$ cat src/rtl/vsg_pkg.sv
// Shared definitions for the master video sync generator.
// Assumes line numbers are 1-based and fit in LINE_W bits.
package vsg_pkg;

    typedef enum logic {
        STD_525 = 1'b0,
        STD_625 = 1'b1
    } line_std_e;

    localparam int LINE_W       = 10;
    localparam int LINES_525    = 525;
    localparam int LINES_625    = 625;
    localparam int F2_START_525 = 264;
    localparam int F2_START_625 = 313;
    localparam int VSYNC_LINES  = 3;

    // Number of lines in one frame of the given standard.
    function automatic logic [LINE_W-1:0] frame_lines(line_std_e s);
        return (s == STD_625) ? LINE_W'(LINES_625) : LINE_W'(LINES_525);
    endfunction

    // First line of the second field.
    function automatic int field2_start(line_std_e s);
        return (s == STD_625) ? F2_START_625 : F2_START_525;
    endfunction

    // True from the second-field start line to the end of the frame.
    function automatic logic second_field(line_std_e s, logic [LINE_W-1:0] ln);
        return int'(ln) >= field2_start(s);
    endfunction

    // True on a vertical blanking line.
    function automatic logic in_vblank(line_std_e s, logic [LINE_W-1:0] ln);
        int n;
        n = int'(ln);
        if (s == STD_625)
            return (n <= 22) || (n >= 311 && n <= 335) || (n >= 624);
        else
            return (n <= 19) || (n >= 264 && n <= 282);
    endfunction

    // True on the broad-pulse lines at the head of each field.
    function automatic logic in_vsync(line_std_e s, logic [LINE_W-1:0] ln);
        int n;
        int f2;
        n  = int'(ln);
        f2 = field2_start(s);
        return (n >= 1 && n <= VSYNC_LINES) || (n >= f2 && n < f2 + VSYNC_LINES);
    endfunction

endpackage

$ cat src/rtl/vsg_hcount.sv
// Horizontal timing: position counter, latched phase code, and window decodes
// for the sync pulse, the broad pulse and active video.
// Assumes ACT_START+ACT_W and 2**PHASE_W-1+HSYNC_W both fit within a line.
module vsg_hcount
    import vsg_pkg::*;
#(
    parameter int H_TOTAL_525 = 1716,
    parameter int H_TOTAL_625 = 1728,
    parameter int HSYNC_W     = 128,
    parameter int ACT_START   = 244,
    parameter int ACT_W       = 1440,
    parameter int PHASE_W     = 3,
    localparam int H_MAX      = (H_TOTAL_625 > H_TOTAL_525) ? H_TOTAL_625 : H_TOTAL_525,
    localparam int HCNT_W     = $clog2(H_MAX)
) (
    input  logic              clk,
    input  logic              rst_n,
    input  line_std_e         std,
    input  logic [PHASE_W-1:0] phase_sel,
    output logic [HCNT_W-1:0] hcnt,
    output logic              line_end,
    output logic              hsync_act,
    output logic              broad_act,
    output logic              hactive
);

    localparam logic [HCNT_W-1:0] LAST_525  = HCNT_W'(H_TOTAL_525 - 1);
    localparam logic [HCNT_W-1:0] LAST_625  = HCNT_W'(H_TOTAL_625 - 1);
    localparam logic [HCNT_W-1:0] PULSE_LEN = HCNT_W'(HSYNC_W);
    localparam logic [HCNT_W-1:0] ACT_LO    = HCNT_W'(ACT_START);
    localparam logic [HCNT_W-1:0] ACT_HI    = HCNT_W'(ACT_START + ACT_W);

    logic [HCNT_W-1:0]  last_pos;
    logic [HCNT_W-1:0]  broad_end;
    logic [HCNT_W-1:0]  pulse_lo;
    logic [PHASE_W-1:0] phase_q;

    // Last position of the line for the standard in force.
    always_comb begin
        last_pos  = (std == STD_625) ? LAST_625 : LAST_525;
        broad_end = last_pos - HCNT_W'(HSYNC_W - 1);
        line_end  = (hcnt == last_pos);
    end

    // Position counter, wraps on the last clock of a line.
    always_ff @(posedge clk) begin
        if (!rst_n)        hcnt <= '0;
        else if (line_end) hcnt <= '0;
        else               hcnt <= hcnt + 1'b1;
    end

    // Phase code taken only at a line boundary so no pulse is cut short.
    always_ff @(posedge clk) begin
        if (!rst_n)        phase_q <= phase_sel;
        else if (line_end) phase_q <= phase_sel;
    end

    // Window decodes against the running position.
    always_comb begin
        pulse_lo  = HCNT_W'(phase_q);
        hsync_act = (hcnt >= pulse_lo) && (hcnt < pulse_lo + PULSE_LEN);
        broad_act = (hcnt < broad_end);
        hactive   = (hcnt >= ACT_LO) && (hcnt < ACT_HI);
    end

    a_r1_hpos_bound: assert property (@(posedge clk) disable iff (!rst_n)
        hcnt <= last_pos);

    a_r1_line_start: assert property (@(posedge clk) disable iff (!rst_n)
        line_end |=> (hcnt == '0));

    a_r4_phase_hold: assert property (@(posedge clk) disable iff (!rst_n)
        !line_end |=> $stable(phase_q));

endmodule

$ cat src/rtl/vsg_vcount.sv
// Vertical timing: 1-based line counter, standard latch at frame end, and
// line-range decodes for field, vertical blanking and broad-pulse lines.
// Assumes line_end pulses for one clock on the last sample of every line.
module vsg_vcount
    import vsg_pkg::*;
(
    input  logic              clk,
    input  logic              rst_n,
    input  logic              line_end,
    input  logic              std_sel,
    output line_std_e         std_q,
    output logic [LINE_W-1:0] line,
    output logic              field,
    output logic              vblank,
    output logic              vsync_line
);

    logic frame_end;

    // Frame ends on the last clock of the final line.
    always_comb frame_end = line_end && (line == frame_lines(std_q));

    // Line counter, 1-based.
    always_ff @(posedge clk) begin
        if (!rst_n)         line <= LINE_W'(1);
        else if (frame_end) line <= LINE_W'(1);
        else if (line_end)  line <= line + 1'b1;
    end

    // Standard select is taken only at a frame boundary.
    always_ff @(posedge clk) begin
        if (!rst_n)         std_q <= line_std_e'(std_sel);
        else if (frame_end) std_q <= line_std_e'(std_sel);
    end

    // Per-line decodes.
    always_comb begin
        field      = second_field(std_q, line);
        vblank     = in_vblank(std_q, line);
        vsync_line = in_vsync(std_q, line);
    end

    a_r1_line_range: assert property (@(posedge clk) disable iff (!rst_n)
        (line >= LINE_W'(1)) && (line <= frame_lines(std_q)));

    a_r1_frame_wrap: assert property (@(posedge clk) disable iff (!rst_n)
        frame_end |=> (line == LINE_W'(1)));

    a_r9_std_hold: assert property (@(posedge clk) disable iff (!rst_n)
        !frame_end |=> $stable(std_q));

endmodule

$ cat src/rtl/vsg_polarity.sv
// Applies a per-output polarity bit to a vector of active-high sync flags.
// Assumes pol = 1 means active high; purely combinational.
module vsg_polarity #(
    parameter int N = 3
) (
    input  logic [N-1:0] act,
    input  logic [N-1:0] pol,
    output logic [N-1:0] sync
);

    for (genvar gi = 0; gi < N; gi++) begin : g_pol
        // Pass through or invert one output.
        assign sync[gi] = pol[gi] ? act[gi] : ~act[gi];
    end

endmodule

$ cat src/rtl/vid_sync_master.sv
// Master sync generator for 525/60 and 625/50 interlaced video.
// Drives horizontal, field and composite sync, blanking, field and counters.
// Assumes a sample clock at twice the luma rate; outputs are decoded from
// registered counters and the polarity inputs.
module vid_sync_master
    import vsg_pkg::*;
#(
    parameter int H_TOTAL_525 = 1716,
    parameter int H_TOTAL_625 = 1728,
    parameter int HSYNC_W     = 128,
    parameter int ACT_START   = 244,
    parameter int ACT_W       = 1440,
    parameter int PHASE_W     = 3,
    localparam int H_MAX      = (H_TOTAL_625 > H_TOTAL_525) ? H_TOTAL_625 : H_TOTAL_525,
    localparam int HCNT_W     = $clog2(H_MAX)
) (
    input  logic               clk,
    input  logic               rst_n,
    input  logic               std_sel,
    input  logic               hsync_pol,
    input  logic               fvsync_pol,
    input  logic               csync_pol,
    input  logic [PHASE_W-1:0] hphase,
    output logic               hsync_o,
    output logic               fvsync_o,
    output logic               csync_o,
    output logic               blank_o,
    output logic               field_o,
    output logic [LINE_W-1:0]  line_o,
    output logic [HCNT_W-1:0]  hpos_o
);

    line_std_e         std_q;
    logic [HCNT_W-1:0] hcnt;
    logic              line_end;
    logic              hsync_act;
    logic              broad_act;
    logic              hactive;
    logic [LINE_W-1:0] line;
    logic              field;
    logic              vblank;
    logic              vsync_line;
    logic              csync_act;
    logic [2:0]        sync_vec;

    vsg_hcount #(
        .H_TOTAL_525 (H_TOTAL_525),
        .H_TOTAL_625 (H_TOTAL_625),
        .HSYNC_W     (HSYNC_W),
        .ACT_START   (ACT_START),
        .ACT_W       (ACT_W),
        .PHASE_W     (PHASE_W)
    ) u_hcount (
        .clk       (clk),
        .rst_n     (rst_n),
        .std       (std_q),
        .phase_sel (hphase),
        .hcnt      (hcnt),
        .line_end  (line_end),
        .hsync_act (hsync_act),
        .broad_act (broad_act),
        .hactive   (hactive)
    );

    vsg_vcount u_vcount (
        .clk        (clk),
        .rst_n      (rst_n),
        .line_end   (line_end),
        .std_sel    (std_sel),
        .std_q      (std_q),
        .line       (line),
        .field      (field),
        .vblank     (vblank),
        .vsync_line (vsync_line)
    );

    // Composite sync: broad pulses on the vertical sync lines, else Hsync.
    always_comb csync_act = vsync_line ? broad_act : hsync_act;

    vsg_polarity #(.N(3)) u_pol (
        .act  ({csync_act, field, hsync_act}),
        .pol  ({csync_pol, fvsync_pol, hsync_pol}),
        .sync (sync_vec)
    );

    // Output assignment.
    always_comb begin
        hsync_o  = sync_vec[0];
        fvsync_o = sync_vec[1];
        csync_o  = sync_vec[2];
        blank_o  = vblank | ~hactive;
        field_o  = field;
        line_o   = line;
        hpos_o   = hcnt;
    end

endmodule

$ cat config.mk
export PLATFORM = sky130hd
export DESIGN_NAME = vid_sync_master
export DESIGN_NICKNAME = d
export VERILOG_FILES = /design/src/rtl/vsg_pkg.sv /design/src/rtl/vsg_hcount.sv /design/src/rtl/vsg_vcount.sv /design/src/rtl/vsg_polarity.sv /design/src/rtl/vid_sync_master.sv
export SDC_FILE = /design/constraint.sdc
export NUM_CORES = 1
export LEC_CHECK = 0
export ABC_CLOCK_PERIOD_IN_PS = 6400
export BUFFER_PORTS_ARGS = -buffer_cell sky130_fd_sc_hd__buf_2
export CAP_MARGIN = 30
export CORE_MARGIN = 4
export CORE_UTILIZATION = 25
export DETAILED_ROUTE_END_ITERATION = 7
export GPL_TIMING_DRIVEN = 1
export SLEW_MARGIN = 15
export SYNTH_ARGS = -nofsm -noshare
export SYNTH_HDL_FRONTEND = slang
export SYNTH_SLANG_ARGS = --single-unit
$ cat constraint.sdc
create_clock -name clk -period 6.4 [get_ports clk]
set_clock_uncertainty 0.05 [all_clocks]
set_input_delay 1.28 -clock clk [delete_from_list [all_inputs] [get_ports clk]]
set_output_delay 1.28 -clock clk [all_outputs]
set_load 0.01 [all_outputs]
After elaboration in Yosys (flattened, before gate mapping)
Index checks and enable logic that the tools add are counted.
Widths: inputs -> output; s select.
{ "word_totals": {"register_bits": 25, "input_bits": 9, "output_inout_bits": 26, "word_cells": 60} }
{ "op_classes": {"addsub": 5, "magnitude_cmp": 16, "n_eq_ne": 4, "muxes": 12, "n_bitwise": 6, "n_reduce_logical": 13} }
{ "op_table": {"columns": ["operator", "count"], "rows": [
  ["$add 32x3->32 const B", 1],
  ["$ge 11x32->1", 1],
  ["$lt 11x32->1", 1],
  ["$lt 11x11->1", 2],
  ["$ge 10x9->1 const B", 2],
  ["$le 10x5->1 const B", 2],
  ["$le 10x9->1 const B", 2],
  ["$add 11x1->11 const B", 1],
  ["$eq 11x11->1", 1],
  ["$ge 11x3->1", 1],
  ["$ge 11x8->1 const B", 1],
  ["$lt 11x11->1 const B", 1],
  ["$sub 11x7->11 const B", 1],
  ["$add 10x1->10 const B", 1],
  ["$eq 10x10->1", 1],
  ["$ge 10x1->1 const B", 1],
  ["$ge 10x10->1 const B", 1],
  ["$le 10x2->1 const B", 1],
  ["$add 3x8->9 const B", 1],
  ["$logic_and 1x1->1", 7],
  ["$mux 1", 7],
  ["$mux 7", 1],
  ["$mux 3", 2],
  ["$mux 6", 1],
  ["6 further kinds", 15]
]} }

Depth between registers and ports, before layout
Gate-level depths: netlist (run 1).
{ "logic_depth": {"ltp_word": 8, "mapped_depth": 8, "mapped_depth_nobuf": 8} }

Hierarchy
Synthesis (run 1) repeated with hierarchy kept, for this count alone.
{ "unflattened": {"hier_cells": 208, "area_unflattened_um2": 1760.4} }
{ "modules_own_cells": {"columns": ["module", "n_inst", "cells_each", "area_per_inst_um2", "seq_area_each_um2"], "rows": [
  ["vsg_vcount", 1, 110, 885.8, 230.2],
  ["vsg_hcount", 1, 93, 827.0, 310.3],
  ["vsg_polarity", 1, 3, 26.3, 0.0],
  ["vid_sync_master", 1, 2, 21.3, 0.0]
]} }

Least setup slack after synthesis (run 1)
No wires, ideal clock.
{ "synth_timing": {"kind": "register to output", "startpoint": "register u_vcount.std_q", "endpoint": "output csync_o", "arrival_time_ps": 2173, "t_required_ps": 5070, "slack_ps": 2897, "path_stages_with_launch": 9, "n_path_buf": 0, "cell_sequence": "edfxtp_1 -> inv_1 -> ha_1 -> nand2_1 -> nor3_1 -> or4_1 -> o21bai_1 -> mux2i_1 -> xor2_1"} }
{ "synth_between": {"elab_chain_len": 8, "elab_cells_between_ends": 12, "cone_classes": "2 x add/sub; 3 x order compare; 4 x mux; 1 x bitwise; 2 x reduce/logical"} }
{ "synth_rtl": {"columns": ["item", "line", "source"], "rows": [
  ["start: declaration", "vsg_vcount.sv:11", "output line_std_e std_q,"],
  ["start signal: assignment", "vsg_vcount.sv:32", "if (!rst_n) std_q <= line_std_e'(std_sel);"],
  ["start signal: assignment", "vsg_vcount.sv:33", "else if (frame_end) std_q <= line_std_e'(std_sel);"],
  ["$mux 6", "vsg_pkg.sv:24", "return (s == STD_625) ? F2_START_625 : F2_START_525;"],
  ["$add 32x3->32", "vsg_pkg.sv:48", "return (n >= 1 && n <= VSYNC_LINES) || (n >= f2 && n < f2 + VSYNC_LINES);"],
  ["$lt 11x32->1", "vsg_pkg.sv:48", null],
  ["$logic_and 1x1->1", "vsg_pkg.sv:48", null],
  ["$logic_or 1x1->1", "vsg_pkg.sv:48", null],
  ["$mux 1 *", "vid_sync_master.sv:78", "always_comb csync_act = vsync_line ? broad_act : hsync_act;"],
  ["$not 1->1", "vsg_polarity.sv:13", "assign sync[gi] = pol[gi] ? act[gi] : ~act[gi];"],
  ["$mux 1 *", "vsg_polarity.sv:13", null],
  ["end: declaration", "vid_sync_master.sv:26", "output logic csync_o,"]
]} }
Every way passes the cells marked *; elsewhere a longest branch is shown, timed or not.

Final worst setup path (run 1)
Same ends and word-level chain as after synthesis.

==> metrics, run 1 <==
outcome finished, final reports clean; delay-heaviest family, CP simple AND/OR/NAND/NOR gates; Crit path depth 9; Least-Margin Pin Slew 570.9 ps; final setup violation count 0; Critical Path Sink Type output pin; Yosys reg bits 25; H-tree levels 1; PwrDens approximately 150 mW/mm2; Peak VDD IR around 0.000065 V; worst-path cell chain inv_1 > ha_1 > nand2_1 > nor3_1 > or4_1 > o21bai_1 > mux2i_1 > xor2_1 > buf_2; R2R cell count 5; number of synthesized flops with an enable pin 4; die area 0.008267 mm2; CP max stage delay between 500 and 600 ps; initial core utilization 26.47%; clk_lat worst skew between 200 and 300 ps; DP HPWL 3.127 mm; fmax ~250 MHz; Hold Fails Final Rpt 0; die height ~91 um; CP arrival 2720 ps; Routed Antenna Nets 0; Ant. Diodes 0; post-DR wirelength/cell around 13 um; synth warn 0; Die Width between 90 and 100 um; setup TNS 0 ps; number of DRC markers in iteration 0 48; CP bufs+invs 2; Slew HR between 60% and 70%; Yosys cell types 39; Syn Nets 236; GRT overflow 0; post-CTS setup buffers 0; Global Route Usage Sum 10.14%; DR vias/cell just under 5; global-route wire length before repair slightly above 7 mm; crit path kind reg2out; # resized after CTS 0; synthesis-to-layout area growth 15.50%; synthesized area between 0.0015 and 0.002 mm2; min Tclk post-route approximately 4000 ps; clock sinks 25; syn_area_per_cell ~8 um2; hold depth 1; Port-buffer cells 34; post-synthesis sequential area ratio about a third; # IOs 35; Worst Setup Start Kind register; Max FO, Critical Path 10; clock tree buffer depth 2; initial antenna violation count 0; nets@finish between 200 and 300; Reg clk slew, reported paths about 90 ps; CP max stage cell edfxtp_1; final WL just over 4 mm; Synth Instances ~210; Post-Place Worst Slack 2625 ps; core area 0.006495 mm2; Pins Over Slew Limit 0; Async SR Flop Fraction 0%; Remaining DRCs 0; Core Rows 29; routability cong. 0.8362; CTS tree built; Hold WC Path Type reg2reg; vias in the first global route 1,451; root buf cell clkbuf_8; CTS Hold Bufs 0; dominant synthesized flop cell dfxtp_1; largest net degree at the start of global routing 15; layout cells sized above 1 a little under a fifth; total CTS buffers 3; unrepaired setup endpoints after global routing false; P_leak 0.8336 nW; Tcrit/Tclk final a little over three fifths; Required @ worst endpoint approximately 5000 ps; Setup WS post-layout approximately 2400 ps; max_cap viols 0; 1st-pass router iterations 4; DR vias ~1,600
power breakdown:
| part | switching, mW | internal [mW] |
|---|---|---|
| combinational | 0.0166 | 0.0136 |
| clock | 0.0528 | 0.0436 |
| sequential | 0.00389 | 0.163 |
synth_stat cells (2+ instances only):
master / count / area [um2]
nand3b_1: 2 / 15.01
xnor2_1: 9 / 78.83
nand4_1: 3 / 18.77
nand3_1: 8 / 40.04
nor2_1: 25 / 93.84
a21oi_1: 14 / 70.07
inv_1: 13 / 48.80
xor2_1: 10 / 87.58
dfxtp_1: 21 / 420.4
nor3_1: 7 / 35.03
nor4_1: 2 / 12.51
and3_1: 2 / 12.51
buf_2: 4 / 20.02
nand2_1: 16 / 60.06
edfxtp_1: 4 / 120.1
a211oi_1: 2 / 15.01
o22ai_1: 2 / 12.51
nand2b_1: 5 / 31.28
clkbuf_1: 4 / 15.01
o21ai_0: 14 / 70.07
ha_1: 18 / 225.2
or4_1: 4 / 30.03
or3_1: 4 / 25.02
path summary, 6_finish.rpt:
check                                            startpoint                            end  slack [ps]
worst max register to register     u_vcount.std_q$_DFFE_PP_  u_hcount.phase_q[1]$_DFFE_PP_        3560
worst max-delay path               u_vcount.std_q$_DFFE_PP_                        csync_o        2350
worst min register to register  u_hcount.hcnt[0]$_SDFF_PP0_    u_hcount.hcnt[0]$_SDFF_PP0_         450
worst min-delay path            u_hcount.hcnt[0]$_SDFF_PP0_    u_hcount.hcnt[0]$_SDFF_PP0_         450
sequential cells by signal, indices dropped and copies added, names as in the netlist:
| signal | flops |
|---|---|
| u_vcount.std_q | 1 |
| u_vcount.line | 10 |
| u_hcount.hcnt | 11 |
| u_hcount.phase_q | 3 |
logic make-up after synthesis:
| logic type | Yosys count | share of synthesized area, % |
|---|---|---|
| xor+xnor | 19 | 9.680 |
| flops | 25 | 31.44 |
| buf+inv | 22 | 5.531 |
| fa+ha+maj | 18 | 13.10 |
| simple gates | 85 | 26.35 |
| compound gates | 39 | 13.32 |
| mux | 1 | 0.5823 |
per-stage QoR:
stage | power (mW) | area [um2] | std cells | utilization, % | hold WS [ps]
final | 0.2937 | 1986 | 315 | 30.57 | 451.8
after floorplan | 0.1902 | 1719 | 209 | - | 437.8
after global routing | 0.3102 | 1986 | 315 | 30.57 | 541.3
after global placement | 0.2011 | 1939 | 311 | 29.86 | 424.5
after detailed placement | 0.2016 | 1939 | 311 | 29.86 | 436.9
after CTS | 0.3012 | 1986 | 315 | 30.57 | 461.4
layer usage:
metal	global-route usage, %	up-vias	wire length, um	share of wire (%)
met5	0	-	0	0
met4	1.382	0	13	0.32
met3	2.750	2	269	6.5
met2	16.00	57	1894	46
met1	14.18	707	1947	47
li1	-	794	-	-
placed cells by master, fill, tap and decap left out, types with 3 or more instances in the layout:
| master | netlist | routed |
|---|---|---|
| buf_2 | 4 | 34 |
| nor2_1 | 25 | 25 |
| dfxtp_1 | 21 | 21 |
| ha_1 | 18 | 18 |
| nand2_1 | 16 | 16 |
| a21oi_1 | 14 | 14 |
| o21ai_0 | 14 | 14 |
| inv_1 | 13 | 13 |
| xor2_1 | 10 | 10 |
| xnor2_1 | 9 | 9 |
| nand3_1 | 8 | 8 |
| nor3_1 | 7 | 7 |
| nand2b_1 | 5 | 5 |
| or4_1 | 4 | 4 |
| or3_1 | 4 | 4 |
| edfxtp_1 | 4 | 4 |
| nand4_1 | 3 | 3 |
| clkbuf_8 | 0 | 3 |
final cells by class:
type | instances | area [um2]
repair buffers | 34 | 170.2
flip-flops and latches | 25 | 540.5
multi-input cells | 162 | 1084
fillers | 693 | 4509
clock inverters | 1 | 5.005
inverters | 13 | 48.80
clock buffers | 3 | 41.29
well taps | 77 | 96.34
Power figures use the tool's default switching activity.
==> run 2: changes to the inputs <==
--- a/config.mk
+++ b/config.mk
@@ -5,7 +5,7 @@
 export SDC_FILE = /design/constraint.sdc
 export NUM_CORES = 1
 export LEC_CHECK = 0
-export ABC_CLOCK_PERIOD_IN_PS = 6400
+export ABC_CLOCK_PERIOD_IN_PS = 3550
 export BUFFER_PORTS_ARGS = -buffer_cell sky130_fd_sc_hd__buf_2
 export CAP_MARGIN = 30
 export CORE_MARGIN = 4
==> constraint.sdc (replaced) <==
create_clock -name clk -period 3.55 [get_ports clk]
set_clock_uncertainty 0.05 [all_clocks]
set_input_delay 0.71 -clock clk [delete_from_list [all_inputs] [get_ports clk]]
set_output_delay 0.71 -clock clk [all_outputs]
set_load 0.01 [all_outputs]
==> run 2 against run 1 <==
Against the previous run: critical path depth is the same; sequential power grew 80%; routed wire length grew 0.92%; sequential cell count is the same; register-to-register slack lost 2500 ps; critical path type unchanged; largest power group unchanged; highest routed layer unchanged.
==> metrics, run 2 (synthesis gave the netlist of run 1 again) <==
clk_lat worst skew roughly 280 ps; final WL 4.163 mm; final instance area 0.002003 mm2; Peak VDD IR around 0.00013 V; nets@finish ~270; R2R cell count 6; CTS tree built; layout cells sized above 1 a little under a fifth; RR Endpoint u_hcount.phase_q[0]$_DFFE_PP_; CP max stage delay ~540 ps; # resized after CTS 0; top flop regs u_hcount.hcnt x11, u_vcount.line x10, u_hcount.phase_q x3; Final Non-Filler Cells around 320; Die Width between 90 and 100 um; die height slightly above 90 um; hold depth 1; post-DR wirelength/cell around 13 um; R2R Setup Slk between 1000 and 1500 ps; Clock Power Share 33.0%; hold path start u_hcount.hcnt[0]$_SDFF_PP0_; # IOs 35; number of DRC markers in iteration 0 between 50 and 60; Slew HR about three fifths; Ant. Diodes 0; WHS 457.4 ps; Top reg by flops u_hcount.hcnt; DR vias roughly 1,600; DR vias/cell roughly 5; vias in the first global route between 1,000 and 1,500; delay-heaviest family, CP simple AND/OR/NAND/NOR gates; Crit path depth 9; final setup violation count 0; CP arrival ~2500 ps; fmax around 300 MHz; Global Route Usage Sum between 10% and 20%; CP max stage cell or4_1; NetSw approximately 130 uW; Critical Path Sink Type output pin; placed cells about 310; max_cap viols 0; most common cell after layout, fill and taps aside buf_2; Routed Antenna Nets 0; Reg power frac a little under three fifths; Hold EP u_hcount.hcnt[0]$_SDFF_PP0_; H-tree levels 1; Max FO, Critical Path 7; clock sinks 25; synthesis-to-layout area growth 16.52%; internal power ~400 uW; Remaining DRCs 0; 1st-pass router iterations 4; outcome finished, final reports clean; initial core utilization 26.47%; CTS Hold Bufs 0; die area 0.008267 mm2; Reg clk slew, reported paths approximately 100 ps; Sw Share roughly 25%; unrepaired setup endpoints after global routing false; crit path kind reg2out; Hold Fails Final Rpt 0; P_leak between 0.8 and 0.9 nW; largest net degree at the start of global routing 16; worst-path cell chain inv_1 > ha_1 > nand2_1 > nor3_1 > or4_1 > o21bai_1 > mux2i_1 > xor2_1 > buf_2; Core Rows 29; CP bufs+invs 2; GRT overflow 0; Worst Setup Start Kind register; setup TNS 0 ps; most frequent cells in the layout 34 x buf_2, 25 x nor2_1, 21 x dfxtp_1; post-CTS setup buffers 0; core area ~0.0065 mm2; total CTS buffers 3; RR Startpoint u_hcount.hcnt[2]$_SDFF_PP0_; PwrDens approximately 270 mW/mm2; max reg flops 11; global-route wire length before repair ~7.0 mm; CP startpoint u_vcount.line[0]$_SDFFE_PP1P_; Hold WC Path Type reg2reg; Area after DPL 0.001954 mm2; Pins Over Slew Limit 0; DP HPWL 3.164 mm; initial antenna violation count 0; root buf cell clkbuf_8; Required @ worst endpoint about 2800 ps; Gate power share 10.8%; Port-buffer cells 34; fill cell count approximately 690; min Tclk post-route ~3300 ps; routability cong. slightly below 0.9; clock tree buffer depth 2; Least-Margin Pin Slew about 600 ps; Tcrit/Tclk final between 90 and 100%
-- run 2: how the worst max path moves through the flow --
stage	slack, ps	endpoint
2_1_floorplan	620	csync_o
3_3_place_gp	580	csync_o
3_5_place_dp	540	csync_o
4_1_cts	230	csync_o
5_1_grt	60	csync_o
6_report	260	csync_o
-- run 2: worst register-to-register path, delay by kind of cell (launching register included) --
kind | cells | cell delay, ps
AND/OR/NAND/NOR | 3 | 970
adder cells (fa/ha/maj) | 1 | 310
buffers and inverters | 2 | 290
flip-flops | 1 | 530
-- run 2: per-layer routing --
layer,global-route usage [%],vias to the layer above,wire length (um)
li1,-,800,-
met1,13.60,725,2040
met2,16.13,44,1860
met3,2.333,4,224
met4,2.261,0,37
met5,0,-,0
-- run 2: stage by stage --
stage | utilization [%] | power, mW | setup slack, ps
3_5_place_dp | 30.09 | 0.3652 | 539.4
4_1_cts | 30.84 | 0.5448 | 225.6
6_report | 30.84 | 0.5340 | 260.8
3_3_place_gp | 30.09 | 0.3632 | 579.3
5_1_grt | 30.84 | 0.5652 | 61.48
2_1_floorplan | - | 0.3428 | 616.5
-- run 2: layout make-up --
cell class	count	area, um2	share of cell area (%)
Sequential cell	25	540.5	26.98
Tap cell	77	96.34	4.809
Multi-Input combinational cell	162	1084	54.09
Clock buffer	3	41.29	2.061
Inverter	13	48.80	2.436
Timing Repair Buffer	36	185.2	9.244
Clock inverter	1	7.507	0.3748
-- run 2: power by group through the flow --
stage                     sequential [mW]  combinational (mW)  clock [mW]
after floorplan                     0.308              0.0352           0
after global placement              0.306              0.0568           0
after detailed placement            0.307              0.0586           0
after CTS                           0.300              0.0589       0.186
after global routing                0.301              0.0674       0.197
final                               0.300              0.0577       0.176
==> run 3: changes to the inputs <==
--- a/config.mk
+++ b/config.mk
@@ -12,7 +12,9 @@
 export CORE_UTILIZATION = 25
 export DETAILED_ROUTE_END_ITERATION = 7
 export GPL_TIMING_DRIVEN = 1
+export SKIP_LAST_GASP = 1
 export SLEW_MARGIN = 15
 export SYNTH_ARGS = -nofsm -noshare
 export SYNTH_HDL_FRONTEND = slang
+export SYNTH_HIERARCHICAL = 1
 export SYNTH_SLANG_ARGS = --single-unit
==> run 3 against run 2 <==
Against the previous run: non-clock buffer count grew 5; critical path type unchanged; setup slack gained 78 ps; sequential share of layout area shrank 0.93 points; final cell count grew 6.6%; critical path depth is the same; routed wire length shrank 3.3%; design area grew 3.6%.
==> metrics, run 3 <==
Critical Path Sink Type output pin; area occupied by registers around 540 um2; top cells by count, synth 35 x nor2_1, 21 x dfxtp_1, 18 x ha_1; clock sinks 25; most frequent cell after synthesis nor2_1; top flop regs u_hcount/hcnt x11, u_vcount/line x10, u_hcount/phase_q x3; fmax 311.4 MHz; Pins Over Slew Limit 0; total CTS buffers 3; post-synthesis sequential area ratio 30.70%; Syn Nets 235; min Tclk post-route 3211 ps; Ant. Diodes 0; Worst path most repeated cell nand3_1; H-tree levels 1; Hold EP u_hcount/hcnt[0]$_SDFF_PP0_; setup TNS 0 ps; Die Width a little over 90 um; final setup violation count 0; CTS tree built; PwrDens between 200 and 300 mW/mm2; Port-buffer cells 34; most area-consuming cells after synthesis dfxtp_1 24%, ha_1 13%, nor2_1 7.5%; synth warn 6; Least-Margin Pin Slew about 430 ps; max reg flops 11; clk_lat worst skew 270 ps; dominant synthesized flop cell dfxtp_1; largest net degree at the start of global routing 16; CP arrival 2450 ps; Yosys top cell area share approximately a quarter; Slew HR around 71%; P_leak around 0.9 nW; die height roughly 92 um; DR vias between 1,500 and 2,000; post-synth top area cell dfxtp_1; initial core utilization 25.77%; WHS 451.3 ps; R2R Setup Slk around 840 ps; initial antenna violation count 1; unrepaired setup endpoints after global routing false; Global Route Usage Sum roughly 9.8%; Yosys cell types 44; synthesis-to-layout area growth 17.84%; routability cong. around 0.80; root buf cell clkbuf_8; fill cell count between 700 and 800; post-DR wirelength/cell 11.91 um; delay-heaviest family, CP flip-flops; Required @ worst endpoint ~2800 ps; die area about 0.0084 mm2; layout cells sized above 1 a little under a quarter; Routed Antenna Nets 0; Synth Instances about 210; multi-input logic area 0.001090 mm2; hold path start u_hcount/hcnt[0]$_SDFF_PP0_; Worst Setup Start Kind register; synthesized area around 0.0018 mm2; RR Startpoint u_vcount/std_q$_DFFE_PP_; Async SR Flop Fraction 0%; Core Rows 30; Tcrit/Tclk final about 90%; Max FO, Critical Path 7; final WL between 4 and 5 mm; 1st-pass router iterations 4; Peak VDD IR 0.0001038 V; number of synthesized flops with an enable pin 4; DP HPWL 3.066 mm; overall power around 540 uW; max_cap viols 0; vias in the first global route 1,480; core area 0.006832 mm2; syn_area_per_cell ~8.5 um2; CP max stage cell edfxtp_1; DR vias/cell between 4 and 5; Top reg by flops u_hcount/hcnt; outcome finished, final reports clean; most frequent cells in the layout 35 x nor2_1, 34 x buf_2, 21 x dfxtp_1; # IOs 35; CP bufs+invs 2; Hold Fails Final Rpt 0; Yosys reg bits 25; most common cell after layout, fill and taps aside nor2_1; number of DRC markers in iteration 0 a little under 100; Remaining DRCs 0; CP max stage delay approximately 470 ps; worst-path cell chain inv_1 > ha_1 > nand3_1 > a31oi_1 > nand3_1 > o21ai_0 > mux2_4 > xnor2_1 > buf_2; hold depth 1; crit path kind reg2out; GRT overflow 0; nets@finish 270; R2R cell count 10; clock tree buffer depth 2; Reg clk slew, reported paths about 90 ps; Hold WC Path Type reg2reg; global-route wire length before repair 6.879 mm; # resized after CTS 0; RR Endpoint u_vcount/line[7]$_SDFFE_PP0P_
## run 3: cell types whose count changed after synthesis, moves of 3 or more
| cell | previous run | this run |
|---|---|---|
| nor2_1 | 25 | 35 |
| a21oi_1 | 14 | 8 |
| o21ai_0 | 14 | 8 |
| xnor2_1 | 9 | 15 |
| nand2_1 | 16 | 11 |
| nand4_1 | 3 | 8 |
| or3_1 | 4 | 0 |
| or4_1 | 4 | 0 |
| a31oi_1 | 0 | 3 |
| clkbuf_1 | 4 | 1 |
| nor3_1 | 7 | 4 |
| xor2_1 | 10 | 7 |
## run 3: worst register-to-register path, cell delays in order (launching register included)
cell	delay (ps)
edfxtp_1	470
inv_1	110
ha_1	300
or4b_4	490
nor4_2	290
buf_4	210
nand4_1	150
nor2_1	200
and3_1	190
xnor2_1	120
nor2_1	50
## run 3: through the flow
step	area, um2	utilization [%]	std cells	worst slack [ps]
floorplan	1760	-	208	757.1
global placement	1996	29.21	330	552.5
detailed placement	1996	29.21	330	506.3
CTS	2044	29.93	334	189.9
global route	2074	30.37	338	133.9
finish	2074	30.37	338	338.5
## run 3: worst max-delay path by stage
stage | start | endpoint | slack, ps | cells past startpoint
floorplan | u_vcount/std_q$_DFFE_PP_ | csync_o | 760 | 8
global placement | u_vcount/std_q$_DFFE_PP_ | csync_o | 550 | 9
detailed placement | u_vcount/std_q$_DFFE_PP_ | csync_o | 510 | 9
CTS | u_vcount/std_q$_DFFE_PP_ | csync_o | 190 | 9
global route | u_vcount/std_q$_DFFE_PP_ | csync_o | 130 | 9
finish | u_vcount/std_q$_DFFE_PP_ | csync_o | 340 | 9
## run 3: where the power goes
part	switching, mW	total [mW]	leakage [nW]	internal, mW
clock network	0.0954	0.175	0.0217	0.0796
registers	0.00624	0.300	0.209	0.294
logic	0.0331	0.0638	0.660	0.0307
total	0.135	0.539	0.890	0.404
## run 3: area by class of cell
| cell class | instances | area share, % |
|---|---|---|
| clock buffer | 3 | 1.990 |
| clock inverter | 1 | 0.3619 |
| inverter | 14 | 2.533 |
| multi-input combinational | 158 | 52.53 |
| sequential | 25 | 26.06 |
| tap | 96 | 5.790 |
| timing repair buffer | 41 | 10.74 |
## run 3: kinds of logic after synthesis
family	synth area share, %
adder cells (fa/ha/maj)	12.79
AO/OA/AOI/OAI	10.45
AND/OR/NAND/NOR	26.30
XOR/XNOR	10.95
buffers and inverters	7.391
multiplexers	1.421
flip-flops	30.70
## run 3: per-layer routing
metal	routed length, um	up-vias	GRT usage (%)
li1	-	782	-
met1	1906	690	12.97
met5	13	-	0
met3	211	6	1.969
met4	55	2	3.342
met2	1839	40	15.82
## run 3: timing repair
action / in CTS / in global routing
setup buffers: 0 / 4
hold buffers: 0 / 0
setup endpoints to repair: 0 / 1
